## src/rtl/spi_sr_pkg.sv

```systemverilog
package spi_sr_pkg;
  localparam int BYTE_W = 8;
  localparam logic [BYTE_W-1:0] OP_WREN  = 8'h06;
  localparam logic [BYTE_W-1:0] OP_RDSR  = 8'h05;
  localparam logic [BYTE_W-1:0] OP_WRSR  = 8'h01;
  // bits a status write may change
  localparam logic [BYTE_W-1:0] WR_MASK  = 8'hFC;
  localparam int WEN_BIT = 1;
endpackage

```

## src/rtl/spi_sr_sync.sv

```systemverilog
module spi_sr_sync #(
  parameter int   STAGES  = 2,
  parameter logic RST_VAL = 1'b0
) (
  input  logic clk_i,
  input  logic rst_ni,
  input  logic d_i,
  output logic q_o
);
  logic [STAGES-1:0] ff_q;

  always_ff @(posedge clk_i or negedge rst_ni) begin
    if (!rst_ni) ff_q <= {STAGES{RST_VAL}};
    else         ff_q <= {ff_q[STAGES-2:0], d_i};
  end

  assign q_o = ff_q[STAGES-1];
endmodule

```

## src/rtl/spi_sr_frame.sv

```systemverilog
module spi_sr_frame import spi_sr_pkg::*; (
  input  logic              clk_i,
  input  logic              rst_ni,
  input  logic              cs_hi_i,
  input  logic              cs_rise_i,
  input  logic              sck_rise_i,
  input  logic              si_i,
  output logic              wren_o,
  output logic              rd_o,
  output logic              wr_done_o,
  output logic [BYTE_W-1:0] wr_data_o
);
  localparam int CW = $clog2(2*BYTE_W + 1);
  localparam logic [CW-1:0] OP_LAST  = CW'(BYTE_W - 1);
  localparam logic [CW-1:0] DAT_LAST = CW'(2*BYTE_W - 1);
  localparam logic [CW-1:0] CNT_SAT  = CW'(2*BYTE_W);

  logic [CW-1:0]     cnt_q;
  logic [BYTE_W-2:0] sh_q;
  logic [BYTE_W-1:0] op_q, data_q;
  logic              full_q, rd_q;
  logic [BYTE_W-1:0] byte_in;

  assign byte_in = {sh_q, si_i};

  always_ff @(posedge clk_i or negedge rst_ni) begin
    if (!rst_ni) begin
      cnt_q  <= '0;
      sh_q   <= '0;
      op_q   <= '0;
      data_q <= '0;
      full_q <= 1'b0;
      rd_q   <= 1'b0;
    end else if (cs_hi_i) begin
      cnt_q  <= '0;
      op_q   <= '0;
      full_q <= 1'b0;
      rd_q   <= 1'b0;
    end else if (sck_rise_i) begin
      sh_q <= byte_in[BYTE_W-2:0];
      if (cnt_q != CNT_SAT) cnt_q <= cnt_q + 1'b1;
      if (cnt_q == OP_LAST) begin
        op_q <= byte_in;
        rd_q <= (byte_in == OP_RDSR);
      end
      if (cnt_q == DAT_LAST && op_q == OP_WRSR) begin
        data_q <= byte_in;
        full_q <= 1'b1;
      end
    end
  end

  assign wren_o    = sck_rise_i && !cs_hi_i && cnt_q == OP_LAST && byte_in == OP_WREN;
  assign rd_o      = rd_q;
  assign wr_done_o = cs_rise_i && full_q;
  assign wr_data_o = data_q;
endmodule

```

## src/rtl/spi_sr_regs.sv

```systemverilog
module spi_sr_regs import spi_sr_pkg::*; (
  input  logic              clk_i,
  input  logic              rst_ni,
  input  logic              wren_i,
  input  logic              wr_done_i,
  input  logic [BYTE_W-1:0] wr_data_i,
  input  logic              busy_i,
  input  logic              wp_ni,
  output logic [BYTE_W-1:0] status_o,
  output logic              wen_o,
  output logic              inhibit_o
);
  logic [BYTE_W-1:0] st_q;
  logic              wen_q;

  assign inhibit_o = st_q[BYTE_W-1] & ~wp_ni;

  always_ff @(posedge clk_i or negedge rst_ni) begin
    if (!rst_ni) begin
      st_q  <= '0;
      wen_q <= 1'b0;
    end else begin
      if (wren_i) wen_q <= 1'b1;
      if (wr_done_i) begin
        wen_q <= 1'b0;
        if (wen_q && !inhibit_o) st_q <= (st_q & ~WR_MASK) | (wr_data_i & WR_MASK);
      end
    end
  end

  always_comb begin
    status_o          = st_q & WR_MASK;
    status_o[WEN_BIT] = wen_q;
    status_o[0]       = busy_i;
  end

  assign wen_o = wen_q;
endmodule

```

## src/rtl/spi_sr_tx.sv

```systemverilog
module spi_sr_tx import spi_sr_pkg::*; (
  input  logic              clk_i,
  input  logic              rst_ni,
  input  logic              cs_hi_i,
  input  logic              sck_fall_i,
  input  logic              rd_i,
  input  logic [BYTE_W-1:0] status_i,
  output logic              so_o,
  output logic              oe_o
);
  localparam int TW = $clog2(BYTE_W);

  logic [BYTE_W-1:0] sh_q;
  logic [TW-1:0]     cnt_q;
  logic              oe_q;

  always_ff @(posedge clk_i or negedge rst_ni) begin
    if (!rst_ni) begin
      sh_q  <= '0;
      cnt_q <= '0;
      oe_q  <= 1'b0;
    end else if (cs_hi_i) begin
      cnt_q <= '0;
      oe_q  <= 1'b0;
    end else if (rd_i && sck_fall_i) begin
      // reload a fresh snapshot at each byte boundary
      if (cnt_q == '0) sh_q <= status_i;
      else             sh_q <= {sh_q[BYTE_W-2:0], 1'b0};
      cnt_q <= cnt_q + 1'b1;
      oe_q  <= 1'b1;
    end
  end

  assign so_o = sh_q[BYTE_W-1];
  assign oe_o = oe_q;
endmodule

```

## src/rtl/spi_sr_ctrl.sv

```systemverilog
module spi_sr_ctrl import spi_sr_pkg::*; #(
  parameter int SYNC_STAGES = 2
) (
  input  logic       clk_i,
  input  logic       rst_ni,
  input  logic       cs_ni,
  input  logic       sck_i,
  input  logic       si_i,
  output logic       so_o,
  output logic       so_oe_o,
  input  logic       busy_i,
  input  logic       wp_ni,
  output logic [1:0] bp_o,
  output logic       wr_inhibit_o
);
  logic cs_s, sck_s, si_s, busy_s, wp_s;
  logic cs_d, sck_d;
  logic cs_rise, sck_rise, sck_fall;
  logic wren_p, rd_act, wr_done, wen;
  logic [BYTE_W-1:0] wr_data, stat_byte;

  spi_sr_sync #(.STAGES(SYNC_STAGES), .RST_VAL(1'b1)) u_sync_cs (
    .clk_i, .rst_ni, .d_i(cs_ni), .q_o(cs_s));
  spi_sr_sync #(.STAGES(SYNC_STAGES), .RST_VAL(1'b0)) u_sync_sck (
    .clk_i, .rst_ni, .d_i(sck_i), .q_o(sck_s));
  spi_sr_sync #(.STAGES(SYNC_STAGES), .RST_VAL(1'b0)) u_sync_si (
    .clk_i, .rst_ni, .d_i(si_i), .q_o(si_s));
  spi_sr_sync #(.STAGES(SYNC_STAGES), .RST_VAL(1'b0)) u_sync_busy (
    .clk_i, .rst_ni, .d_i(busy_i), .q_o(busy_s));
  spi_sr_sync #(.STAGES(SYNC_STAGES), .RST_VAL(1'b1)) u_sync_wp (
    .clk_i, .rst_ni, .d_i(wp_ni), .q_o(wp_s));

  always_ff @(posedge clk_i or negedge rst_ni) begin
    if (!rst_ni) begin
      cs_d  <= 1'b1;
      sck_d <= 1'b0;
    end else begin
      cs_d  <= cs_s;
      sck_d <= sck_s;
    end
  end

  assign cs_rise  = cs_s & ~cs_d;
  assign sck_rise = sck_s & ~sck_d & ~cs_s;
  assign sck_fall = ~sck_s & sck_d & ~cs_s;

  spi_sr_frame u_frame (
    .clk_i, .rst_ni,
    .cs_hi_i   (cs_s),
    .cs_rise_i (cs_rise),
    .sck_rise_i(sck_rise),
    .si_i      (si_s),
    .wren_o    (wren_p),
    .rd_o      (rd_act),
    .wr_done_o (wr_done),
    .wr_data_o (wr_data)
  );

  spi_sr_regs u_regs (
    .clk_i, .rst_ni,
    .wren_i   (wren_p),
    .wr_done_i(wr_done),
    .wr_data_i(wr_data),
    .busy_i   (busy_s),
    .wp_ni    (wp_s),
    .status_o (stat_byte),
    .wen_o    (wen),
    .inhibit_o(wr_inhibit_o)
  );

  spi_sr_tx u_tx (
    .clk_i, .rst_ni,
    .cs_hi_i   (cs_s),
    .sck_fall_i(sck_fall),
    .rd_i      (rd_act),
    .status_i  (stat_byte),
    .so_o      (so_o),
    .oe_o      (so_oe_o)
  );

  assign bp_o = stat_byte[3:2];
endmodule

```

## config.mk

```make
export PLATFORM = sky130hd
export DESIGN_NAME = spi_sr_ctrl
export DESIGN_NICKNAME = d
export VERILOG_FILES = /design/src/rtl/spi_sr_pkg.sv /design/src/rtl/spi_sr_sync.sv /design/src/rtl/spi_sr_frame.sv /design/src/rtl/spi_sr_regs.sv /design/src/rtl/spi_sr_tx.sv /design/src/rtl/spi_sr_ctrl.sv
export SDC_FILE = /design/constraint.sdc
export NUM_CORES = 1
export LEC_CHECK = 0
export ABC_AREA = 0
export BUFFER_PORTS_ARGS = -buffer_cell sky130_fd_sc_hd__buf_2
export CORE_MARGIN = 5
export CORE_UTILIZATION = 50
export CTS_BUF_LIST = sky130_fd_sc_hd__clkbuf_8
export CTS_CLUSTER_SIZE = 10
export DETAILED_ROUTE_END_ITERATION = 8
export PLACE_DENSITY = 0.74
export SYNTH_ARGS = -nofsm -noshare
export SYNTH_HDL_FRONTEND = slang
export SYNTH_SLANG_ARGS = --single-unit
```

## constraint.sdc

```tcl
create_clock -name clk_i -period 2.3 [get_ports clk_i]
set_input_delay 0.46 -clock clk_i [delete_from_list [all_inputs] [get_ports clk_i]]
set_output_delay 0.46 -clock clk_i [all_outputs]
set_load 0.1 [all_outputs]
```

Word level (Yosys, flattened, before mapping)
Cells that the tools add are included.
W data, S select, Z words.
{"block": "totals", "register_bits": 63, "inputBits": 7}
{"block": "classes", "addsub": 2, "n_eq_ne": 6, "mux": 19, "bitwise_logic": 12, "reduce_logical": 23}
{"op": "$mux W8", "n": 4}
{"op": "$eq A8 B3 Y1 const B", "n": 2}
{"op": "$mux W5", "n": 3}
{"op": "$reduce_and A2 Y1", "n": 6}
{"op": "$reduce_bool A2 Y1", "n": 6}
{"op": "$mux W1", "n": 10}
{"op": "$eq A8 B1 Y1 const B", "n": 1}
{"op": "$or A2 B8 Y8", "n": 1}
{"op": "$logic_and A1 B1 Y1", "n": 7}
{"op": "$and A1 B1 Y1", "n": 6}
{"op": "$mux W3", "n": 2}
{"op": "$add A5 B1 Y5 const B", "n": 1}
{"op": "$eq A5 B3 Y1 const B", "n": 1}
{"op": "$eq A5 B4 Y1 const B", "n": 1}
{"op": "$ne A5 B5 Y1 const B", "n": 1}
{"op": "$not A1 Y1", "n": 5}
{"op": "$add A3 B1 Y3 const B", "n": 1}
{"op": "$logic_not A3 Y1", "n": 1}
{"op": "$reduce_and A3 Y1", "n": 1}
{"op": "$logic_not A1 Y1", "n": 2}

Logic depth before layout (Yosys ltp)
{"block": "depth", "word_depth": 8, "ltp_mapped": 6, "depth_no_buf": 6}

Cells and area by module
From an unflattened synthesis, not the netlist that was laid out.
{"block": "hier_totals", "cells_unflattened": 187, "area_unflattened_um2": 2567.5}
{"module": "spi_sr_frame", "instances": 1, "cells_per_inst": 96, "area_per_inst_um2": 1325.0}
{"module": "spi_sr_tx", "instances": 1, "cells_per_inst": 55, "area_per_inst_um2": 595.6}
{"module": "spi_sr_regs", "instances": 1, "cells_per_inst": 21, "area_per_inst_um2": 319.1}
{"module": "spi_sr_sync (u_sync_busy ...)", "instances": 3, "cells_per_inst": 2, "area_per_inst_um2": 50.0}
{"module": "spi_sr_sync (u_sync_cs ...)", "instances": 2, "cells_per_inst": 2, "area_per_inst_um2": 52.6}
{"module": "spi_sr_ctrl", "instances": 1, "cells_per_inst": 5, "area_per_inst_um2": 72.6}

Worst setup path before layout
Ideal clock, no wire load.
{"block": "synth_timing", "path_kind": "register to register", "start": "register u_regs.st_q[7]", "end": "register u_regs.st_q[2]", "t_arrival_ns": 2.358, "setup_slack_ns": -0.183, "path_stages_with_launch": 4, "n_path_buf": 0, "period_less_slack_ns": 2.483, "cell_sequence": "dfrtp_1 nor2b_1 and2b_2 mux2_2"}
{"block": "synth_between", "elab_chain_cells": 4}
{"element": "from (decl)", "line_no": "spi_sr_regs.sv:13", "text": "logic [BYTE_W-1:0] st_q;"}
{"element": "from (signal assigned)", "line_no": "spi_sr_regs.sv:26", "text": "if (wen_q && !inhibit_o) st_q <= (st_q & ~WR_MASK) | (wr_data_i & WR_MASK);"}
{"element": "$and A1 B1 Y1", "line_no": "spi_sr_regs.sv:16", "text": "assign inhibit_o = st_q[BYTE_W-1] & ~wp_ni;"}
{"element": "net wr_inhibit_o", "line_no": "spi_sr_ctrl.sv:14", "text": "output logic wr_inhibit_o"}
{"element": "$logic_not A1 Y1", "line_no": "spi_sr_regs.sv:26"}
{"element": "$logic_and A1 B1 Y1", "line_no": "spi_sr_regs.sv:26"}
{"element": "$reduce_and A2 Y1 (no source line)"}
The timed path passes the listed nets, and every way through them passes these cells.
A chain may end at the register's enable or synchronous reset.

Final worst setup path
{"block": "layout_timing", "start": "register u_frame.cnt_q[1]", "end": "register u_frame.data_q[3], in the netlist u_frame.wr_data_o[3]"}
{"block": "layout_between", "elab_chain_cells": 3}
{"element": "from (decl)", "line_no": "spi_sr_frame.sv:18", "text": "logic [CW-1:0] cnt_q;"}
{"element": "from (signal assigned)", "line_no": "spi_sr_frame.sv:41", "text": "if (cnt_q != CNT_SAT) cnt_q <= cnt_q + 1'b1;"}
{"element": "$eq A5 B4 Y1", "line_no": "spi_sr_frame.sv:46", "text": "if (cnt_q == DAT_LAST && op_q == OP_WRSR) begin"}
{"element": "$logic_and A1 B1 Y1", "line_no": "spi_sr_frame.sv:46"}
{"element": "$reduce_and A3 Y1 (no source line)"}
{"element": "to (signal assigned)", "line_no": "spi_sr_frame.sv:47", "text": "data_q <= byte_in;"}
{"element": "to (decl)", "line_no": "spi_sr_frame.sv:20", "text": "logic [BYTE_W-1:0] op_q, data_q;"}
No other way between the ends.

==> qor.txt <==
Period minus WS final: 1.91 ns
Die Footprint: 0.00639 sq mm
Clock Path Buffers: 2
Clock skew: 0.00385 ns
Post-route ant nets: 0
FMAX: 0.523 GHz
Avg Cell Area, Syn: 13.1 sq um
End of the critical path: u_frame.wr_data_o[3]$_DFFE_PN0P_
Area Overhead vs Synth: 12.1%
Gp weighted congestion: 0.858
Yosys reg bits: 59
Met1 Use GR: 20.1%
Clock transition at path regs: 0.06 ns
Final Hold Fails: 0
Nets: 214
Starting Density: 51.8%
N_diodes: 0
Largest cells by area after synthesis: dfrtp_1 (55%), mux2_2 (8.3%), dfstp_2 (5.4%)
Via count: 1489
Setup TNS: 0 ns
Async S/R FF share, synth: 100%
Post-DP HPWL: 3.00 mm
Syn Std Cell Area: 0.00244 sq mm
CTS Buf Count: 9
CP startpoint kind: register
Finish-stage setup viols: 0
Psw: 0.526 mW
GR Layer Usage met3: 5.08%
Post-synth top area share: 55.3%
Distinct cells, synth: 40
Synth Warn #: 0
Initial antenna violation count: 0
Congestion Overflow GR: 0
Internal power: 1.61 mW
R2r startpoint: u_frame.cnt_q[1]$_DFFE_PN0P_
Slowest stage delay, CP: 0.39 ns
Vias/cell: 5.43
Critical-path top delay cell: dfrtp_1
Global Route Usage Sum: 15.8%
Vias in the first global route: 1549
Post-CTS Setup Bufs: 0
Kind of critical path: register to register
DR iter-0 viols: 94
Outcome: complete, no violations
Clk network pwr share: 37.9%
Cell Rows: 25
Largest net degree at the start of global routing: 32
CTS Hold Buffers Added: 0
Slew Limit Headroom: 48.4%
Critical Path Source: u_frame.cnt_q[1]$_DFFE_PN0P_
First-pass GRT wire length: 7.61 mm
Capturing point of the worst reg2reg path: u_frame.wr_data_o[3]$_DFFE_PN0P_
Drt pass-1 iters: 4
Max-cap violations: 0
Layout cells sized above 1: 28.0%
Worst VDD drop: 0.486 mV
Most Crowded Layer GR: met2
Die Span Y: 79.9 um
CTS Sinks: 59
Syn Nets: 198
Clock Latency Late Sink: 0.33 ns
Sequential Power Share: 56.2%
CTS tree: done
Met2 Track Usage GR: 25.0%
Register area share after synthesis: 60.6%
CP endpoint kind: register
Post-Route WL: 4.26 mm
Synth Flop Type: dfrtp_1
Worst path cell trace: ha_1 > and3_1 > ha_1 > nor4b_2 > nand4_4 > mux2_2
Max FO, Critical Path: 7
H-tree lvl count: 3
Total power: 2.13 mW
Hold WC Path Type: input port to async pin
Post-DP Area: 0.00257 sq mm
Residual DRC: 0
Most frequent CP cell: ha_1
Worst-margin pin slew: 0.771 ns
Fill count: 382
Cell accounting for the most synthesized area: dfrtp_1
Gate Count Post-Synth: 186
Power per cell area: 779 mW/mm^2
IO Port Bufs: 11
Io pins: 12
Switching share of total power: 24.6%
Post-CTS sizing: 0
FF-to-FF setup slack: 0.39 ns
Number of synthesized flops with an enable pin: 0
Root buffer cell: clkbuf_8
DR WL/cell: 15.6 um
Data required time at the worst endpoint: 2.52 ns
Leak Pwr: 1.30 nW
Slew Limit Fails: 0
Cell area after layout: 0.00274 sq mm
Final WS setup: 0.390 ns
Die width: 79.9 um
Arr. time, crit path: 2.13 ns
Core area: 0.00472 sq mm
RSZ-0062 raised after global routing: no
Combinational share of power: 5.9%
Pre-CTS setup slack: 0.392 ns
Final core occ: 58.0%
R2R cell count: 6
Final Cycle Share: 83.1%
cells by family after synthesis:
kind of cell             synth area share (%)
flip-flops                               60.6
AO/OA/AOI/OAI                            9.67
AND/OR/NAND/NOR                          12.4
multiplexers                             11.2
buffers and inverters                    3.58
adder cells (fa/ha/maj)                  2.56
worst min path at each step:
stage	start	endpoint	slack [ns]
final	rst_ni	u_frame.sh_q[1]$_DFFE_PN0P_	0.16
after global placement	u_sync_si.ff_q[0]$_DFF_PN0_	u_sync_si.ff_q[1]$_DFF_PN0_	0.34
after global routing	cs_ni	u_sync_cs.ff_q[0]$_DFF_PN1_	0.21
after CTS	rst_ni	u_frame.sh_q[1]$_DFFE_PN0P_	0.17
after floorplan	rst_ni	sck_d$_DFF_PN0_	0.16
after detailed placement	u_sync_si.ff_q[0]$_DFF_PN0_	u_sync_si.ff_q[1]$_DFF_PN0_	0.34
area by class of cell:
type                       count  area, sq um  area share (%)
clock buffer                  11          151            5.53
multi-input combinational    108          877            32.0
timing repair buffer          13         82.6            3.01
inverter                      11         41.3            1.51
tap                           67         83.8            3.06
clock inverter                 5         21.3           0.776
sequential                    59         1480            54.1
cells in the mapped netlist, drive strengths merged, types with 2 or more instances:
cell      n
or3       3
nor2      2
mux2     18
nand4bb   2
nand3     4
ha        5
mux2i     7
inv      11
nand2    11
buf       6
nor2b     3
clkbuf    2
nor4b     4
nor3b     2
o21ai    15
or4       2
dfrtp    54
nor4bb    2
dfstp     5
a21oi     6
a22o      9
power groups by stage:
stage / Combinational, mW / Clock (mW) / Sequential [mW]
after floorplan: 0.0895 / 0 / 1.18
after global placement: 0.122 / 0 / 1.22
after detailed placement: 0.127 / 0 / 1.22
after CTS: 0.128 / 0.832 / 1.20
after global routing: 0.143 / 0.881 / 1.21
final: 0.125 / 0.809 / 1.20
critical path: cells and delay by family, from the launching register on:
family / cells / cell delay [ns]
muxes: 1 / 0.34
and+or+nand+nor: 3 / 0.70
adders and majority gates: 2 / 0.35
DFF: 1 / 0.39
placed cells by master (no fill, tap or decap), types with 7 or more instances in the layout:
cell	count
dfrtp_1	54
mux2_2	18
o21ai_0	15
inv_1	14
nand2_1	11
clkbuf_8	11
buf_2	11
a22o_1	8
mux2i_1	7
sequential cells by signal, summed over array words and instances (netlist names), 2 cells and up:
signal             count
u_tx.sh_q              8
u_sync_cs.ff_q         2
u_sync_busy.ff_q       2
u_sync_si.ff_q         2
u_frame.cnt_q          5
u_frame.sh_q           7
u_frame.op_q           8
u_sync_sck.ff_q        2
u_sync_wp.ff_q         2
u_tx.cnt_q             3
u_frame.wr_data_o      6
u_regs.st_q            6
routing by layer:
metal	share of wire [%]	vias to the layer above
met4	1.6	0
met2	49	23
li1	-	703
met3	3.8	10
met5	0	-
met1	45	753
through the flow:
| stage | hold WS (ns) | instances |
|---|---|---|
| global route | 0.212 | 274 |
| global placement | 0.338 | 258 |
| floorplan | 0.164 | 186 |
| CTS | 0.170 | 274 |
| finish | 0.159 | 274 |
| detailed placement | 0.339 | 258 |
No activity file was read; power rests on OpenSTA's default activity.
